$ cat src/rtl/belt_alarm_pkg.sv
package belt_alarm_pkg;
  typedef enum logic [1:0] {
    ST_IDLE     = 2'd0,
    ST_ARMED    = 2'd1,
    ST_SOUNDING = 2'd2
  } belt_state_t;
endpackage

$ cat src/rtl/belt_tick_timer.sv
module belt_tick_timer #(
  parameter int SHORT_TICKS = 5,
  parameter int LONG_TICKS  = 10
) (
  input  logic clk,
  input  logic rst,
  input  logic restart,
  input  logic tick,
  output logic end_short,
  output logic end_long
);
  localparam int CW = $clog2(LONG_TICKS + 1);
  localparam logic [CW-1:0] SHORT_LAST = CW'(SHORT_TICKS - 1);
  localparam logic [CW-1:0] LONG_LAST  = CW'(LONG_TICKS - 1);
  localparam logic [CW-1:0] CNT_TOP    = CW'(LONG_TICKS);

  logic [CW-1:0] cnt;

  always_ff @(posedge clk) begin
    if (rst || restart) cnt <= '0;
    else if (tick && cnt != CNT_TOP) cnt <= cnt + 1'b1;
  end

  // Timer events are Mealy outputs of the counter, consumed on the same edge
  assign end_short = tick && !restart && (cnt == SHORT_LAST);
  assign end_long  = tick && !restart && (cnt == LONG_LAST);

  p_cnt_bounded_r7: assert property (@(posedge clk) disable iff (rst)
    cnt <= CNT_TOP);
  p_restart_clears_r7: assert property (@(posedge clk) disable iff (rst)
    restart |=> cnt == '0);
  p_no_wrap_r7: assert property (@(posedge clk) disable iff (rst)
    (cnt == CNT_TOP && !restart) |=> cnt == CNT_TOP);
endmodule

$ cat src/rtl/belt_alarm_fsm.sv
module belt_alarm_fsm
  import belt_alarm_pkg::*;
(
  input  logic clk,
  input  logic rst,
  input  logic key_on,
  input  logic key_off,
  input  logic belt_on,
  input  logic end_short,
  input  logic end_long,
  output logic restart,
  output logic start_q,
  output logic on_q,
  output logic off_q,
  output logic level_q
);
  belt_state_t st, nxt;
  logic go_start, go_on, go_off;

  always_comb begin
    nxt      = st;
    go_start = 1'b0;
    go_on    = 1'b0;
    go_off   = 1'b0;
    case (st)
      ST_IDLE: begin
        if (key_on) begin
          nxt      = ST_ARMED;
          go_start = 1'b1;
        end
      end
      ST_ARMED: begin
        if (key_off || belt_on) nxt = ST_IDLE;
        else if (end_short) begin
          nxt   = ST_SOUNDING;
          go_on = 1'b1;
        end
      end
      ST_SOUNDING: begin
        if (belt_on || key_off || end_long) begin
          nxt    = ST_IDLE;
          go_off = 1'b1;
        end
      end
      default: nxt = ST_IDLE;
    endcase
  end

  assign restart = go_start;

  always_ff @(posedge clk) begin
    if (rst) begin
      st      <= ST_IDLE;
      start_q <= 1'b0;
      on_q    <= 1'b0;
      off_q   <= 1'b0;
      level_q <= 1'b0;
    end else begin
      st      <= nxt;
      start_q <= go_start;
      on_q    <= go_on;
      off_q   <= go_off;
      level_q <= (nxt == ST_SOUNDING);
    end
  end

  p_pulses_exclusive_r6: assert property (@(posedge clk) disable iff (rst)
    $onehot0({start_q, on_q, off_q}));
  p_start_needs_key_r2: assert property (@(posedge clk) disable iff (rst)
    start_q |-> $past(key_on));
  p_level_rise_r8: assert property (@(posedge clk) disable iff (rst)
    $rose(level_q) |-> on_q);
  p_on_sets_level_r4: assert property (@(posedge clk) disable iff (rst)
    on_q |-> level_q);
  p_off_clears_level_r5: assert property (@(posedge clk) disable iff (rst)
    off_q |-> !level_q);
  p_level_fall_r5: assert property (@(posedge clk) disable iff (rst)
    $fell(level_q) |-> off_q);
endmodule

$ cat src/rtl/belt_alarm_ctrl.sv
module belt_alarm_ctrl #(
  parameter int SHORT_TICKS = 5,
  parameter int LONG_TICKS  = 10
) (
  input  logic clk,
  input  logic rst,
  input  logic key_on,
  input  logic key_off,
  input  logic belt_on,
  input  logic tick,
  output logic start_timer,
  output logic alarm_on,
  output logic alarm_off,
  output logic alarm
);
  logic restart, end_short, end_long;

  belt_tick_timer #(
    .SHORT_TICKS(SHORT_TICKS),
    .LONG_TICKS (LONG_TICKS)
  ) u_timer (
    .clk      (clk),
    .rst      (rst),
    .restart  (restart),
    .tick     (tick),
    .end_short(end_short),
    .end_long (end_long)
  );

  belt_alarm_fsm u_fsm (
    .clk      (clk),
    .rst      (rst),
    .key_on   (key_on),
    .key_off  (key_off),
    .belt_on  (belt_on),
    .end_short(end_short),
    .end_long (end_long),
    .restart  (restart),
    .start_q  (start_timer),
    .on_q     (alarm_on),
    .off_q    (alarm_off),
    .level_q  (alarm)
  );

  initial begin
    assert (SHORT_TICKS >= 1 && SHORT_TICKS < LONG_TICKS)
      else $error("delay parameters out of order");
  end
endmodule

$ cat config.mk
export PLATFORM = sky130hd
export DESIGN_NAME = belt_alarm_ctrl
export DESIGN_NICKNAME = d
export VERILOG_FILES = /design/src/rtl/belt_alarm_pkg.sv /design/src/rtl/belt_tick_timer.sv /design/src/rtl/belt_alarm_fsm.sv /design/src/rtl/belt_alarm_ctrl.sv
export SDC_FILE = /design/constraint.sdc
export NUM_CORES = 1
export LEC_CHECK = 0
export BUFFER_PORTS_ARGS = -buffer_cell sky130_fd_sc_hd__buf_2
export CAP_MARGIN = 20
export CELL_PAD_IN_SITES_DETAIL_PLACEMENT = 0
export CELL_PAD_IN_SITES_GLOBAL_PLACEMENT = 2
export CORE_MARGIN = 2
export CORE_UTILIZATION = 30
export DETAILED_ROUTE_END_ITERATION = 12
export PLACE_DENSITY_LB_ADDON = 0.1
export SLEW_MARGIN = 20
export SYNTH_ARGS = -nofsm -noshare
export SYNTH_HDL_FRONTEND = slang
export SYNTH_SLANG_ARGS = --single-unit
$ cat constraint.sdc
create_clock -name clk -period 1.7 [get_ports clk]
set_input_delay 0.17 -clock clk [delete_from_list [all_inputs] [get_ports clk]]
set_output_delay 0.17 -clock clk [all_outputs]
set_load 0.01 [all_outputs]
After elaboration in Yosys (flattened, before gate mapping) --
Index checks and enable logic that the tools add are counted.
Cells by class: bitwise logic cells 2, divide/modulo/power cells 0, multiply operators 0, magnitude comparators 0, add/sub/neg operators 1, reduce and logical (&&, ||, !) cells 11, equality and inequality tests 6, shifts and indexed selects 0, muxes and demuxes 9
Operator list (count):
- $mux 2 | 4
- $pmux 2 s3 | 1
- $add 4x1->4 const B | 1
- $eq 2x2->1 const B | 2
- $eq 4x3->1 const B | 1
- $eq 4x4->1 const B | 1
- $logic_and 1x1->1 | 4
- $mux 1 | 4
- $ne 4x4->1 const B | 1
- $logic_or 1x1->1 | 3
- $reduce_or 3->1 | 1
- $eq 2x1->1 const B | 1
- $logic_not 2->1 | 1
- $not 1->1 | 2
- $reduce_or 2->1 | 1
- $logic_not 1->1 | 1
Storage, ports and cells: output and inout port bits 4, memory bits (writable) 0, bits in read-only memories 0, memories kept 0, flip-flop bits (word level) 10, latch bits 0, input port bits 6

Depth between registers and ports, before layout --
Gate-level depths: netlist (run 1).
word-level depth 9, depth in mapped cells 5, depth with buffers taken out 5

Hierarchy --
From an unflattened synthesis (run 1), not the netlist that was laid out.
Second synthesis, totals: cells, all modules 50, area total of the unflattened synthesis 509.2 µm²
By module, submodules not included:
- belt_tick_timer | area each 276.5 µm², times used 1, cells each 31
- belt_alarm_fsm | area each 232.7 µm², times used 1, cells each 19

Least setup slack after synthesis (run 1) --
No wires, ideal clock.
path kind reg2reg, start reg u_timer.cnt[1], end reg u_fsm.level_q, buffers on the path 0, cell stages (with the launch flop) 6, slack 0.453 ns, data arrival time 1.144 ns, cell sequence dfxtp_1 inv_1 ha_1 nand4b_1 nand3b_1 a2111oi_2
On the way: word-level cells in the longest chain between the ends 6, elaborated cells between the ends (all ways) 10, classes of those cells 3 x eq/ne; 4 x mux; 3 x reduce/logical
Ends and longest elaborated chain:
- from (decl) | RTL line belt_tick_timer.sv:17 | logic [CW-1:0] cnt;
- from (signal assigned) | RTL line belt_tick_timer.sv:21 | else if (tick && cnt != CNT_TOP) cnt <= cnt + 1'b1;
- $eq 4x3->1 / $eq 4x4->1 (equally long branches) | RTL line belt_tick_timer.sv:25, belt_tick_timer.sv:26
- $logic_and 1x1->1 (on tied branches) | RTL line belt_tick_timer.sv:25, belt_tick_timer.sv:26
- $mux 2 / $logic_or 1x1->1 (equally long branches) | RTL line belt_alarm_fsm.sv:34, belt_alarm_fsm.sv:40
- $mux 2 (on tied branches) | RTL line belt_alarm_fsm.sv:33, belt_alarm_fsm.sv:40
- $pmux 2 s3 * | RTL line belt_alarm_fsm.sv:25 | case (st)
- $eq 2x2->1 * | RTL line belt_alarm_fsm.sv:63 | level_q <= (nxt == ST_SOUNDING);
- to (signal assigned) | RTL line belt_alarm_fsm.sv:63
- to (decl) | RTL line belt_alarm_fsm.sv:15 | output logic level_q
Mark *: on every way between the ends. The rest lies on a longest branch, timed or not. A chain may end at the register's enable or synchronous reset.

Worst setup path after layout (run 1) --
start reg u_timer.cnt[1], end reg u_fsm.st[1]
On the way: word-level cells in the longest chain between the ends 5, elaborated cells between the ends (all ways) 9, classes of those cells 2 x eq/ne; 4 x mux; 3 x reduce/logical
Ends and longest elaborated chain:
- $eq 4x3->1 / $eq 4x4->1 (equally long branches) | RTL line belt_tick_timer.sv:25, belt_tick_timer.sv:26
- $logic_and 1x1->1 (on tied branches) | RTL line belt_tick_timer.sv:25, belt_tick_timer.sv:26
- $mux 2 / $logic_or 1x1->1 (equally long branches) | RTL line belt_alarm_fsm.sv:34, belt_alarm_fsm.sv:40
- $mux 2 (on tied branches) | RTL line belt_alarm_fsm.sv:33, belt_alarm_fsm.sv:40
- $pmux 2 s3 * | RTL line belt_alarm_fsm.sv:25
- to (signal assigned) | RTL line belt_alarm_fsm.sv:59 | st <= nxt;
- to (decl) | RTL line belt_alarm_fsm.sv:17 | belt_state_t st, nxt;
Marks and branches as above.

==> summary.txt, run 1 <==
Run status
  • Status: complete, no violations

Critical path
  • Worst-path maximum fanout: 5
  • CP endpoint kind: flop
  • FF-to-FF path depth: 5
  • Worst setup SP type: flop
  • Slowest CP cell: dfxtp_1
  • Bufs and invs on worst path: 1
  • Critical path depth in cells: 5
  • Crit path DAT: 1.55 ns
  • CP Cell Sequence: inv_1, ha_1, nand4b_1, nand3b_1, a2111oi_2
  • Critical path type: flop to flop
  • Req. time, crit path: 1.85 ns
  • CP peak stage delay: 0.39 ns
  • CP delay by family, top: flip-flops

Global route
  • Via count of the first global-routing pass: 384
  • Largest net degree at the start of global routing: 8
  • Global routing's busiest layer: met2
  • Grt met2 use: 19.1%
  • GRT met1 Usage: 10.4%
  • Total Routing Usage GR: 10.8%
  • Initial antenna violation count: 0
  • Met3 usage: 3.75%
  • Global-route wire length before repair: 1480 µm
  • Gr ovfl total: 0

Cells and area
  • Nets: 72
  • ANT cells: 0
  • Most frequent cells in the layout: dfxtp_1 (10), buf_2 (9), inv_1 (4), ha_1 (4)
  • Layout area overhead: 18.3%
  • Fraction of final layout cells sized beyond drive strength 1: 25.0%
  • Commonest non-fill, non-tap cell in the layout: dfxtp_1
  • Util after Layout: 37.6%

Timing
  • Tmin final: 1.39 ns
  • Final period util: 82.0%
  • Setup TNS: 0 ns
  • Worst Skew: 0.000476 ns
  • Hold Slack: 0.134 ns
  • Unrepaired setup endpoints after global routing: no
  • Slew @ Worst Pin: 0.339 ns
  • F_max: 717 MHz
  • Final setup viols: 0
  • Final hold violations: 0
  • Max Slew Vio Count: 0
  • Relative slew slack: 76.8%

Synthesis
  • Synth Instances: 48
  • Synthesis-stage register bit count: 10
  • Syn nets: 58
  • Yosys cell types: 23
  • Post-synthesis sequential area ratio: 41.8%
  • Yosys warnings: 0
  • Mean post-synth cell area: 9.98 µm²
  • Post-Synthesis Cell Area: 479 µm²

Route
  • DR vias/cell: 5.09
  • Via Count: 387
  • Final ANT Viol Nets: 0
  • WL final: 905 µm
  • WL per Instance: 11.9 µm
  • Drt pass-1 iters: 2
  • DRT iter0 DRCs: 2
  • DR DRC count: 0

Pwr
  • VDD IR max: 0.331 mV
  • PwrDens: 753 mW/mm²
  • Leakage: 0.233 nW

CTS
  • CTS tree: yes
  • CTS Buf Count: 3
  • CTS Root Cell: clkbuf_4
  • CTS Sinks: 10
  • Htree depth: 1
  • Hold bufs inserted after CTS: 0
  • Clock Latency Late Sink: 0.25 ns
  • Number of post-CTS setup repair buffers: 0
  • Maximum root-to-sink buffer count: 2
  • Post-CTS Resized: 0
  • Clock transition at path regs: 0.06 ns

Placement
  • RD Place Congestion: 0.726
  • I/O Buffers: 9
  • Post-DP HPWL: 745 µm

Hold path
  • Hold Path Stages: 2
  • Hold WC Path Type: input port to flop

Die
  • Starting Density: 31.8%
  • I/O pins: 10
  • DIE HEIGHT: 44.0 µm
  • Horiz. Die Dim: 44.0 µm
  • Full die area: 0.00193 mm²
  • Core footprint: 0.00151 mm²
  • # rows: 14

Run
  • Total of max-cap violations: 0
[flip-flops by register name (all words and copies together), names as in the netlist]
signal	cells
u_fsm.start_q	1
u_fsm.level_q	1
u_timer.cnt	4
u_fsm.st	2
u_fsm.on_q	1
u_fsm.off_q	1
[cells by family after synthesis]
kind of cell	Yosys count	synth area share (%)
buffers and inverters	4	3.13
DFF	10	41.8
adders and majority gates	4	10.4
AOI/OAI and AO/OA	11	18.3
xor gates and xnor gates	1	1.83
and+or+nand+nor	18	24.5
[worst paths after layout]
path	from	endpoint	slack [ns]
hold reg to reg	u_timer.cnt[2]	u_timer.cnt[2]	0.54
setup reg to reg	u_timer.cnt[1]	u_fsm.st[1]	0.31
hold / removal	key_off	u_fsm.level_q	0.13
setup / recovery	u_timer.cnt[1]	u_fsm.st[1]	0.31
[where the power goes]
group,total [mW],leakage [nW],switching [mW],internal (mW)
combinational,0.0327,0.138,0.0190,0.0138
sequential,0.245,0.0812,0.00518,0.239
clock,0.150,0.0138,0.0685,0.0811
total,0.427,0.233,0.0926,0.334
[layout make-up]
cell class / count / area (µm²)
Fill cell: 157 / 940
Inverter: 4 / 15.0
Multi-Input combinational cell: 34 / 264
Timing Repair Buffer: 9 / 45.0
Sequential cell: 10 / 200
Clock buffer: 3 / 22.5
Tap cell: 16 / 20.0
[cells in the mapped netlist (all sizes together)]
master   number  area [µm²]
and4          1        8.76
o21ai         2        10.0
dfxtp        10         200
and4b         1        10.0
nand3         3        20.0
nand2         2        7.51
nand4b        1        8.76
and3b         2        17.5
and2          1        6.26
a21o          1        7.51
ha            4        50.1
nor2b         1        6.26
a211o         1        8.76
a21oi         3        15.0
nor2          3        11.3
xor2          1        8.76
o21a          1        7.51
nand3b        2        15.0
a2111oi       3        38.8
nand4         1        6.26
inv           4        15.0
[per-stage QoR]
step                      instance area (µm²)  setup slack, ns  cells  power (mW)
after global placement                    544            0.366     73       0.281
after CTS                                 567            0.299     76       0.439
after floorplan                           479            0.453     48       0.265
after global routing                      567            0.159     76       0.460
final                                     567            0.305     76       0.427
after detailed placement                  544            0.310     73       0.283
[layer usage]
metal	wire length (µm)	part of all wire (%)	vias to the layer above
li1	-	-	201
met1	388	43	174
met2	446	49	10
met3	63	7.0	2
met4	5	0.55	0
met5	0	0	-
(Power assumes the default switching activity.)
==> run 2, diff against run 1 <==
clock period = 1.5 ns   (was 1.7 ns; I/O delays follow)
==> summary.txt, run 2 (synthesis results as in run 1) <==
Timing
  • Worst Skew: 0.000642 ns (+0.000165 ns)
  • F_max: 743 MHz (+3.7%)
  • Slew @ Worst Pin: 0.339 ns (+0.000000715 ns)
  • Final hold violations: 0 (unchanged)
  • Tmin final: 1.35 ns (-0.0494 ns)
  • Final period util: 89.7% (+7.6 points)
  • Hold Slack: 0.114 ns (-0.0204 ns)
  • Max Slew Vio Count: 0 (unchanged)
  • Final setup viols: 0 (unchanged)
  • Unrepaired setup endpoints after global routing: no
  • Relative slew slack: 76.8% (about the same)
  • Setup TNS: 0 ns (unchanged)

Die
  • I/O pins: 10 (unchanged)
  • DIE HEIGHT: 44.0 µm (unchanged)
  • # rows: 14 (unchanged)
  • Core footprint: 0.00151 mm² (unchanged)
  • Horiz. Die Dim: 44.0 µm (unchanged)
  • Starting Density: 31.8% (unchanged)
  • Full die area: 0.00193 mm² (unchanged)

Placement
  • Dpl cell area: 544 µm² (unchanged)
  • I/O Buffers: 9 (unchanged)
  • Post-DP HPWL: 745 µm (unchanged)
  • Placed insts: 73 (unchanged)
  • RD Place Congestion: 0.726 (unchanged)

Route
  • DRT iter0 DRCs: 1 (-1)
  • DR DRC count: 0 (unchanged)
  • Via Count: 391 (+1.0%)
  • WL final: 897 µm (-0.88%)
  • DR vias/cell: 5.14 (+1.0%)
  • Drt pass-1 iters: 3 (+1)
  • WL per Instance: 11.8 µm (-0.88%)
  • Final ANT Viol Nets: 0 (unchanged)

CTS
  • Maximum root-to-sink buffer count: 2 (unchanged)
  • CTS Sinks: 10 (unchanged)
  • Htree depth: 1 (unchanged)
  • Clock transition at path regs: 0.06 ns (about the same)
  • CTS Root Cell: clkbuf_4
  • CTS Buf Count: 3 (unchanged)
  • CTS tree: yes
  • Hold bufs inserted after CTS: 0 (unchanged)
  • Clock Latency Late Sink: 0.25 ns (about the same)

Critical path
  • CP delay by family, top: flip-flops
  • CP peak stage delay: 0.35 ns (-0.04 ns)
  • Req. time, crit path: 1.65 ns (-0.20 ns)
  • Slowest CP cell: dfxtp_1
  • Bufs and invs on worst path: 1 (unchanged)
  • Critical path type: flop to flop
  • Critical path depth in cells: 5 (unchanged)
  • FF-to-FF path depth: 5 (unchanged)
  • Worst-path maximum fanout: 5 (unchanged)
  • Reg2Reg Setup Slack: 0.15 ns (-0.15 ns)
  • Worst setup SP type: flop
  • Crit path DAT: 1.50 ns (-0.05 ns)
  • CP Cell Sequence: inv_1, ha_1, and4b_1, nand3_2, a2111oi_2
  • CP endpoint kind: flop

Global route
  • Total Routing Usage GR: 10.8% (unchanged)
  • Initial antenna violation count: 0 (unchanged)
  • Gr ovfl total: 0 (unchanged)
  • Global-route wire length before repair: 1480 µm (unchanged)
  • Largest net degree at the start of global routing: 8 (unchanged)
  • Via count of the first global-routing pass: 384 (unchanged)

Cells and area
  • Biggest register: u_timer.cnt
  • Most frequent cells in the layout: buf_2 (9), dfxtp_1 (9), inv_1 (4), ha_1 (4)
  • Fin area: 568 µm² (+0.22%)
  • Layout area overhead: 18.5%
  • Max reg flops: 4 (unchanged)
  • ANT cells: 0 (unchanged)
  • Top flop regs: u_timer.cnt (4), u_fsm.st (2)
  • Nets: 72 (unchanged)
  • Fraction of final layout cells sized beyond drive strength 1: 26.7% (+1.7 points)
  • Final cell count without fillers: 76 (unchanged)

Pwr
  • VDD IR max: 0.375 mV (+13%)
  • Design Power: 0.484 mW (+13%)
  • Leakage: 0.233 nW (+0.21%)
  • PwrDens: 852 mW/mm² (+13%)

Hold path
  • Hold Path Stages: 2 (unchanged)
  • Hold WC Path Type: input port to flop

Run status
  • Status: complete, no violations

Run
  • Total of max-cap violations: 0 (unchanged)
-- run 2: cell types whose count changed in the layout (fill, tap and decap cells not counted) --
cell     delta
dfxtp_2     +1
dfxtp_1     -1
-- run 2: layout make-up --
cell class / instances / area (µm²)
Clock buffer: 3 / 22.5
Inverter: 4 / 15.0
Fill cell: 157 / 938
Timing Repair Buffer: 9 / 45.0
Tap cell: 16 / 20.0
Sequential cell: 10 / 201
Multi-Input combinational cell: 34 / 264
-- run 2: worst paths after layout --
path,startpoint,endpoint
hold / removal,key_off,u_fsm.level_q
hold reg to reg,u_timer.cnt[1],u_timer.cnt[1]
setup / recovery,u_timer.cnt[0],u_fsm.st[1]
setup reg to reg,u_timer.cnt[0],u_fsm.st[1]
-- run 2: layer usage --
metal	global-route usage (%)	vias up	share of wire, %
li1	-	201	-
met2	19.1	10	48
met3	3.75	2	7.0
met1	10.4	178	44
met5	0	-	0
met4	7.27	0	0.56
-- run 2: through the flow --
| step | utilization (%) | worst slack (ns) |
|---|---|---|
| floorplan | - | 0.253 |
| global placement | 36.1 | 0.166 |
| detailed placement | 36.1 | 0.110 |
| CTS | 37.6 | 0.0987 |
| global route | 37.7 | 0.0216 |
| finish | 37.7 | 0.155 |
-- run 2: report_power, final --
| part | leakage, nW | internal (mW) | total (mW) | switching [mW] |
|---|---|---|---|---|
| combinational | 0.138 | 0.0156 | 0.0370 | 0.0214 |
| sequential | 0.0817 | 0.271 | 0.277 | 0.00574 |
| clock | 0.0138 | 0.0919 | 0.170 | 0.0778 |
| total | 0.233 | 0.379 | 0.484 | 0.105 |
-- run 2: worst register-to-register path, cell delays in order (launching register included) --
cell and delay, ns:
dfxtp_1 0.35, inv_1 0.12, ha_1 0.15, and4b_1 0.23
nand3_2 0.11, a2111oi_2 0.29
-- run 2: repair_timing --
action                     in CTS  in global routing
buffers inserted                0                  0
gates resized for setup         0                  1
setup endpoints to repair       0                  1
==> run 3, diff against run 2 <==
CORE_UTILIZATION = 32   (was 30)
clock period = 1.7 ns   (was 1.5 ns; I/O delays follow)
==> summary.txt, run 3 (synthesis results as in run 1) <==
Timing
  • Max Slew Vio Count: 0 (unchanged)
  • Hold Slack: 0.128 ns (+0.0144 ns)
  • F_max: 726 MHz (-2.3%)
  • Unrepaired setup endpoints after global routing: no
  • Final period util: 81.0% (-8.7 points)
  • Final setup viols: 0 (unchanged)
  • Worst Skew: 0.00123 ns (+0.000587 ns)
  • Relative slew slack: 72.4% (-4.4 points)
  • Tmin final: 1.38 ns (+0.0315 ns)
  • Final WS setup: 0.323 ns (+0.168 ns)
  • Setup TNS: 0 ns (unchanged)
  • Slew @ Worst Pin: 0.403 ns (+0.0636 ns)
  • Final hold violations: 0 (unchanged)

CTS
  • Number of post-CTS setup repair buffers: 0 (unchanged)
  • Hold bufs inserted after CTS: 0 (unchanged)
  • CTS Sinks: 10 (unchanged)
  • Clock transition at path regs: 0.06 ns (about the same)
  • Clock Latency Late Sink: 0.25 ns (about the same)
  • Htree depth: 1 (unchanged)
  • CTS Root Cell: clkbuf_4
  • CTS Buf Count: 3 (unchanged)
  • Maximum root-to-sink buffer count: 2 (unchanged)
  • Post-CTS Resized: 0 (unchanged)
  • CTS tree: yes

Route
  • DR DRC count: 0 (unchanged)
  • WL met3: 46 µm (-27%)
  • WL final: 866 µm (-3.5%)
  • Final ANT Viol Nets: 0 (unchanged)
  • DR vias/cell: 5.29 (+2.9%)
  • Drt pass-1 iters: 3 (unchanged)
  • WL per Instance: 11.5 µm (-2.2%)
  • Met1 WL: 385 µm (-2.0%)
  • Met2 WL: 421 µm (-3.0%)
  • DRT iter0 DRCs: 6 (+5)
  • Via Count: 397 (+1.5%)
  • Top Metal Used: met4

Die
  • Starting Density: 35.5% (+3.7 points)
  • Horiz. Die Dim: 42.7 µm (-2.9%)
  • I/O pins: 10 (unchanged)
  • Core footprint: 0.00135 mm² (-10%)
  • DIE HEIGHT: 42.7 µm (-2.9%)
  • Full die area: 0.00182 mm² (-5.7%)
  • # rows: 13 (-1)

Pwr
  • Switching share of power: 21.8% (+0.11 points)
  • Clock power share: 35.2% (about the same)
  • Net Sw Power: 0.0931 mW (-11%)
  • P_int: 0.334 mW (-12%)
  • Logic pwr share: 7.6% (about the same)
  • PwrDens: 756 mW/mm² (-11%)
  • Leakage: 0.233 nW (-0.21%)
  • Reg power frac: 57.2% (about the same)
  • Design Power: 0.427 mW (-12%)
  • VDD IR max: 0.251 mV (-33%)

Global route
  • Total Routing Usage GR: 10.7% (-0.12 points)
  • Global-route wire length before repair: 1410 µm (-5.1%)
  • Initial antenna violation count: 0 (unchanged)
  • Gr ovfl total: 0 (unchanged)
  • Largest net degree at the start of global routing: 8 (unchanged)
  • Via count of the first global-routing pass: 390 (+1.6%)

Cells and area
  • Most frequent cells in the layout: dfxtp_1 (10), buf_2 (9), inv_1 (4), ha_1 (4)
  • Storage element area: 200 µm² (-0.62%)
  • ANT cells: 0 (unchanged)
  • Top flop regs: u_timer.cnt (4), u_fsm.st (2)
  • Nets: 72 (unchanged)
  • Fin area: 566 µm² (-0.44%)
  • Multi-input gate area: 264 µm² (unchanged)
  • Commonest non-fill, non-tap cell in the layout: dfxtp_1
  • Biggest register: u_timer.cnt
  • Max reg flops: 4 (unchanged)
  • Fraction of final layout cells sized beyond drive strength 1: 25.0% (-1.7 points)
  • Layout area overhead: 18.0%
  • # fillers: 130 (-17%)

Placement
  • Dpl ws: 0.312 ns (+0.203 ns)
  • I/O Buffers: 9 (unchanged)
  • RD Place Congestion: 0.748 (+3.0%)
  • Dpl cell area: 543 µm² (-0.23%)
  • Post-DP HPWL: 695 µm (-6.7%)

Critical path
  • Req. time, crit path: 1.85 ns (+0.20 ns)
  • CP Cell Sequence: inv_1, ha_1, nand4b_1, nand3b_1, a2111oi_2
  • Slowest CP cell: dfxtp_1
  • CP delay by family, top: flip-flops
  • Bufs and invs on worst path: 1 (unchanged)
  • CP peak stage delay: 0.39 ns (+0.04 ns)
  • Worst setup SP type: flop
  • CP endpoint kind: flop
  • Critical path type: flop to flop
  • Crit path DAT: 1.53 ns (+0.03 ns)
  • Worst-path maximum fanout: 5 (unchanged)

Run
  • Total of max-cap violations: 0 (unchanged)

Hold path
  • Hold WC Path Type: input port to flop

Run status
  • Status: complete, no violations
run 3: final cells by class:
cell class,count,area share (%)
Tap cell,15,3.32
Clock buffer,3,3.98
Sequential cell,10,35.4
Multi-Input combinational cell,34,46.7
Timing Repair Buffer,9,7.96
Inverter,4,2.65
run 3: worst register-to-register path, cell delays in order (launching register included):
cell       delay [ns]
dfxtp_1          0.39
inv_1            0.09
ha_1             0.18
nand4b_1         0.12
nand3b_1         0.13
a2111oi_2        0.37
run 3: routing by layer:
| metal | up-vias | GRT usage (%) |
|---|---|---|
| met2 | 11 | 18.2 |
| met5 | - | 0 |
| li1 | 199 | - |
| met1 | 185 | 10.1 |
| met3 | 2 | 3.40 |
| met4 | 0 | 9.38 |
run 3: power groups by stage:
stage	combinational [mW]	clock [mW]	sequential [mW]
after floorplan	0.0159	0	0.249
after global placement	0.0314	0	0.249
after detailed placement	0.0325	0	0.249
after CTS	0.0326	0.162	0.244
after global routing	0.0362	0.168	0.245
final	0.0324	0.151	0.244
run 3: final timing paths:
check / cells after the start / slack [ns] / startpoint / endpoint
worst max-delay path: 5 / 0.32 / u_timer.cnt[1] / u_fsm.level_q
worst min-delay path: 2 / 0.13 / belt_on / u_fsm.st[1]
worst max register to register: 5 / 0.32 / u_timer.cnt[1] / u_fsm.level_q
worst min register to register: 2 / 0.54 / u_timer.cnt[2] / u_timer.cnt[2]
run 3: per-stage QoR:
step           utilization, %  std cells
4_1_cts                  41.9         75
3_3_place_gp             40.2         72
2_1_floorplan               -         48
3_5_place_dp             40.2         72
5_1_grt                  41.9         75
6_report                 41.9         75
